## config.mk

```make
export PLATFORM = sky130hd
export DESIGN_NAME = mem_wait_stretch
export DESIGN_NICKNAME = d
export VERILOG_FILES = /design/src/rtl/wst_pkg.sv /design/src/rtl/wst_port_reg.sv /design/src/rtl/wst_cycle_detect.sv /design/src/rtl/wst_wait_timer.sv /design/src/rtl/mem_wait_stretch.sv
export SDC_FILE = /design/constraint.sdc
export NUM_CORES = 1
export LEC_CHECK = 0
export ABC_CLOCK_PERIOD_IN_PS = 3100
export BUFFER_PORTS_ARGS = -buffer_cell sky130_fd_sc_hd__buf_2
export CELL_PAD_IN_SITES_DETAIL_PLACEMENT = 1
export CELL_PAD_IN_SITES_GLOBAL_PLACEMENT = 1
export CORE_AREA = 2 2 40 42
export DETAILED_ROUTE_END_ITERATION = 12
export DIE_AREA = 0 0 42 44
export GPL_TIMING_DRIVEN = 0
export PLACE_DENSITY_LB_ADDON = 0.15
export SLEW_MARGIN = 20
export SYNTH_ARGS = -nofsm -noshare
export SYNTH_HDL_FRONTEND = slang
export SYNTH_SLANG_ARGS = --single-unit
```

## constraint.sdc

```tcl
create_clock -name clk -period 3.1 [get_ports clk]
set_input_delay 0.62 -clock clk [delete_from_list [all_inputs] [get_ports clk]]
set_output_delay 0.62 -clock clk [all_outputs]
set_load 0.01 [all_outputs]
```

## src/rtl/wst_pkg.sv

```systemverilog
package wst_pkg;
  typedef enum logic [1:0] {
    WM_ALL   = 2'b00,
    WM_FETCH = 2'b01,
    WM_OFF   = 2'b10
  } wmode_e;

  function automatic wmode_e decode_mode(input logic [1:0] fld);
    if (fld[1])      return WM_OFF;
    else if (fld[0]) return WM_FETCH;
    else             return WM_ALL;
  endfunction
endpackage

```

## src/rtl/wst_port_reg.sv

```systemverilog
module wst_port_reg
  import wst_pkg::*;
#(
  parameter int ADDR_W    = 8,
  parameter int DATA_W    = 8,
  parameter logic [ADDR_W-1:0] PORT_ADDR = 8'hBF,
  parameter int FIELD_LSB = 2
) (
  input  logic              clk,
  input  logic              rst_n,
  input  logic              iorq_n,
  input  logic              wr_n,
  input  logic              m1_n,
  input  logic [ADDR_W-1:0] addr_i,
  input  logic [DATA_W-1:0] data_i,
  output wmode_e            mode_o
);
  localparam int FIELD_MSB = FIELD_LSB + 1;

  logic       hit;
  logic       pend_q;
  logic [1:0] pend_fld_q;
  wmode_e     mode_q;
  logic       unused_bits;

  assign hit = !iorq_n && !wr_n && m1_n && (addr_i == PORT_ADDR);
  assign unused_bits = ^data_i;

  always_ff @(posedge clk or negedge rst_n) begin
    if (!rst_n) begin
      pend_q     <= 1'b0;
      pend_fld_q <= 2'b00;
      mode_q     <= WM_OFF;
    end else begin
      if (hit) begin
        pend_q     <= 1'b1;
        pend_fld_q <= data_i[FIELD_MSB:FIELD_LSB];
      end else if (pend_q && iorq_n) begin
        pend_q <= 1'b0;
        mode_q <= decode_mode(pend_fld_q);
      end
    end
  end

  assign mode_o = mode_q;
endmodule

```

## src/rtl/wst_cycle_detect.sv

```systemverilog
module wst_cycle_detect
  import wst_pkg::*;
(
  input  logic   clk,
  input  logic   rst_n,
  input  logic   mreq_n,
  input  logic   m1_n,
  input  wmode_e mode_i,
  output logic   start_o
);
  logic mreq_q;
  logic begin_cyc;
  logic covered;

  always_ff @(posedge clk or negedge rst_n) begin
    if (!rst_n) mreq_q <= 1'b1;
    else        mreq_q <= mreq_n;
  end

  assign begin_cyc = mreq_q && !mreq_n;

  always_comb begin
    unique case (mode_i)
      WM_ALL:   covered = 1'b1;
      WM_FETCH: covered = !m1_n;
      default:  covered = 1'b0;
    endcase
  end

  assign start_o = begin_cyc && covered;
endmodule

```

## src/rtl/wst_wait_timer.sv

```systemverilog
module wst_wait_timer #(
  parameter int NORM_WAITS  = 1,
  parameter int TURBO_WAITS = 2
) (
  input  logic clk,
  input  logic rst_n,
  input  logic start_i,
  input  logic turbo_i,
  output logic wait_n
);
  localparam int MAXW  = (NORM_WAITS > TURBO_WAITS) ? NORM_WAITS : TURBO_WAITS;
  localparam int CNT_W = (MAXW < 2) ? 1 : $clog2(MAXW + 1);

  generate
    if (MAXW == 1) begin : g_flop
      logic hold_q;
      always_ff @(posedge clk or negedge rst_n) begin
        if (!rst_n) hold_q <= 1'b0;
        else        hold_q <= start_i;
      end
      assign wait_n = !hold_q;
    end else begin : g_count
      localparam logic [CNT_W-1:0] LOAD_N = CNT_W'(NORM_WAITS);
      localparam logic [CNT_W-1:0] LOAD_T = CNT_W'(TURBO_WAITS);
      logic [CNT_W-1:0] cnt_q;
      always_ff @(posedge clk or negedge rst_n) begin
        if (!rst_n)                cnt_q <= '0;
        else if (start_i)          cnt_q <= turbo_i ? LOAD_T : LOAD_N;
        else if (cnt_q != '0)      cnt_q <= cnt_q - 1'b1;
      end
      assign wait_n = (cnt_q == '0);
    end
  endgenerate
endmodule

```

## src/rtl/mem_wait_stretch.sv

```systemverilog
module mem_wait_stretch
  import wst_pkg::*;
#(
  parameter int ADDR_W      = 8,
  parameter int DATA_W      = 8,
  parameter logic [ADDR_W-1:0] PORT_ADDR = 8'hBF,
  parameter int FIELD_LSB   = 2,
  parameter int NORM_WAITS  = 1,
  parameter int TURBO_WAITS = 2
) (
  input  logic              clk,
  input  logic              rst_n,
  input  logic              mreq_n,
  input  logic              iorq_n,
  input  logic              m1_n,
  input  logic              wr_n,
  input  logic [ADDR_W-1:0] addr_i,
  input  logic [DATA_W-1:0] data_i,
  input  logic              turbo_i,
  output logic              wait_n
);
  wmode_e cur_mode;
  logic   start;

  wst_port_reg #(
    .ADDR_W(ADDR_W), .DATA_W(DATA_W), .PORT_ADDR(PORT_ADDR), .FIELD_LSB(FIELD_LSB)
  ) u_port (
    .clk(clk), .rst_n(rst_n), .iorq_n(iorq_n), .wr_n(wr_n), .m1_n(m1_n),
    .addr_i(addr_i), .data_i(data_i), .mode_o(cur_mode)
  );

  wst_cycle_detect u_det (
    .clk(clk), .rst_n(rst_n), .mreq_n(mreq_n), .m1_n(m1_n),
    .mode_i(cur_mode), .start_o(start)
  );

  wst_wait_timer #(
    .NORM_WAITS(NORM_WAITS), .TURBO_WAITS(TURBO_WAITS)
  ) u_tmr (
    .clk(clk), .rst_n(rst_n), .start_i(start), .turbo_i(turbo_i), .wait_n(wait_n)
  );
endmodule

```

==> results.cfg <==
[outcome]
outcome = finished clean

[synthesis]
syn_area_um2 = 405
yosysMostFrequentCell = dfrtp_1
synth_top_area_cell = dfrtp_1
yosysSeqAreaShare_pct = 50.0
synth_common_cells = dfrtp_1 (6), nand2_1 (4), inv_1 (3)
ys_ff_latch = 8
synth_area_leaders = dfrtp_1 (37%), dfstp_2 (13%), mux2_4 (7.4%), nand4bb_4 (6.8%), mux2_2 (5.6%)
synth_top_flop_cell = dfrtp_1
synth_cell_types = 17
yosysTopAreaCellShare_pct = 37.0
yosys_warnings = 0
syn-num-nets = 55
synth_area_per_cell_um2 = 13.1
async_flop_share_pct = 100
synth_edf_count = 0
synthCells = 31

[drt]
vias_per_cell = 4.54
routedWlPerCell_um = 13.0
routed_wl_um = 886
via_count = 309
drt-pass1-iter-count = 2
initialDrtViolationCount = 2
antenna_left = 0
drc_errors = 0

[timing]
fin_crit_ps = 1710
finalSetupViolations = 0
maxSlewViolCount = 0
fin_setup_tns_ps = 0
tightest_slew_ps = 328
finClkSkew_ps = 8.07
finalCritPeriodShare_pct = 55.0
max_freq_ghz = 0.586
hold_slack_ps = 185
grt_setup_unrepaired = false
setup_ws_ps = 1390
max-slew-margin-rel_pct = 78.0
finalHoldViolCount = 0

[power_and_ir_drop]
power_density_nw_per_um2 = 574
pwr-share-seq_pct = 41.3
irDropWorstVdd_mv = 0.233
clkPwrFrac_pct = 29.0
p_switching_mw = 0.0898
p_leak_nw = 0.279
p_int_mw = 0.218
switching_share_pct = 29.1
pwr-share-comb_pct = 29.7
power_mw = 0.308

[placement]
port_buffers = 17
globalplace.congestion = 0.665
place_ws_ps = 1270
dpl.hpwl_um = 765

[global_route]
grt_max_degree = 9
grt_overflow = 0
grt_pass1_vias = 360
grt_pass1_wl_um = 1550
grt_usage_pct = 12.3
antenna_found_initial = 0

[setup_path]
cp-end-kind = output pin
critPathLaunchType = flip-flop
worstPathArrival_ps = 1090
critPathMaxStageDelay_ps = 390
crit_path_cell_trace = inv_1 > ha_1 > buf_2
crit_required_ps = 2480
cp_max_fo = 3
cp_slowest_cell = dfrtp_1
critPathKind = reg -> out

[final_layout]
drive_gt1_share_pct = 53.8
register_area_um2 = 203
multi_input_area_um2 = 191
fin_util_pct = 37.8
area_growth_pct = 32.4
nFillCells = 171
layout.nets = 77
diodes = 0

[min_path]
min_path_type = in -> async

[clock_network]
cts_max_level = 1
cts_sinks = 8
cts_resized = 0
cts_tree = done
cts_made_buffers = 3
cts_setup_buffers = 0
clockBufferDepth = 2
cts_hold_buf = 0
clk_pin_slew_ps = 60
clock_latency_ps = 260
clockRootBuffer = clkbuf_4

[job]
max_cap_violations = 0

[floorplan]
fp.coreArea_um2 = 1420
start_util_pct = 28.6
die_h_um = 44
die-width_um = 42
rows = 14
ios = 24
dieArea_um2 = 1850
-- stage by stage --
| step | instance area [um^2] | cells |
|---|---|---|
| 2_1_floorplan | 405 | 31 |
| 3_3_place_gp | 510 | 64 |
| 3_5_place_dp | 510 | 64 |
| 4_1_cts | 537 | 68 |
| 5_1_grt | 537 | 68 |
| 6_report | 537 | 68 |
-- state kept, by name, summed over array words and instances (netlist names) --
name,flops
u_port.mode_o,2
u_port.pend_fld_q,2
u_tmr.g_count.cnt_q,2
u_det.mreq_q,1
u_port.pend_q,1
-- path summary, 6_finish.rpt --
path	from	endpoint	slack, ps	depth (start not counted)
worst max register to register	u_tmr.g_count.cnt_q[0]	u_tmr.g_count.cnt_q[1]	1940	4
worst min-delay path	rst_n	u_port.pend_fld_q[1]	190	1
max in group asynchronous	rst_n	u_det.mreq_q	2670	1
min in group clk	mreq_n	u_det.mreq_q	470	1
worst min register to register	u_port.pend_q	u_port.pend_q	500	1
worst max-delay path	u_tmr.g_count.cnt_q[0]	wait_n	1390	3
-- power groups by stage --
stage          clock (mW)  sequential (mW)  combinational [mW]
2_1_floorplan           0            0.127              0.0636
3_3_place_gp            0            0.128              0.0857
3_5_place_dp            0            0.129              0.0954
4_1_cts            0.0943            0.127              0.0958
5_1_grt             0.101            0.130               0.105
6_report           0.0895            0.127              0.0916
-- kinds of logic (layout without fill, tap and decap cells) --
logic type | Yosys count | after routing | share of synthesized area (%)
DFF | 8 | 8 | 50.0
adders and majority gates | 1 | 1 | 3.09
AOI/OAI and AO/OA | 2 | 2 | 3.09
buffers and inverters | 3 | 24 | 2.78
and+or+nand+nor | 10 | 10 | 21.0
muxes | 6 | 6 | 17.9
xor gates and xnor gates | 1 | 1 | 2.16
-- per-layer routing --
layer / part of all wire [%] / vias to the layer above / GRT usage [%]
met5: 0 / - / 0
li1: - / 148 / -
met4: 2.7 / 0 / 7.74
met3: 7.0 / 4 / 7.08
met2: 60 / 9 / 22.8
met1: 30 / 148 / 9.84
-- cells in the final DEF, fill, tap and decap left out --
cell	n
nand4_1	1
nand4bb_4	1
clkbuf_4	3
clkbuf_1	1
dfstp_2	2
nand2_1	4
a21o_1	1
nand2b_1	1
inv_1	3
nor4_4	1
ha_1	1
buf_2	17
nor2_1	1
mux2_2	2
xor2_1	1
mux2_4	2
nand3_1	1
mux2i_1	2
o21ai_0	1
dfrtp_1	6
-- worst max-delay path: cells and delay by family (launching register included) --
kind	cells	cell delay [ps]
DFF	1	390
adders and majority gates	1	210
buffers and inverters	2	230
-- area by class of cell --
class                   instances  share of cell area, %
repair buffers                 17                   15.9
clock buffers                   4                   4.90
multi-input cells              20                   35.7
well taps                      16                   3.73
inverters                       3                   2.10
flip-flops and latches          8                   37.8
(Power assumes the default switching activity.)
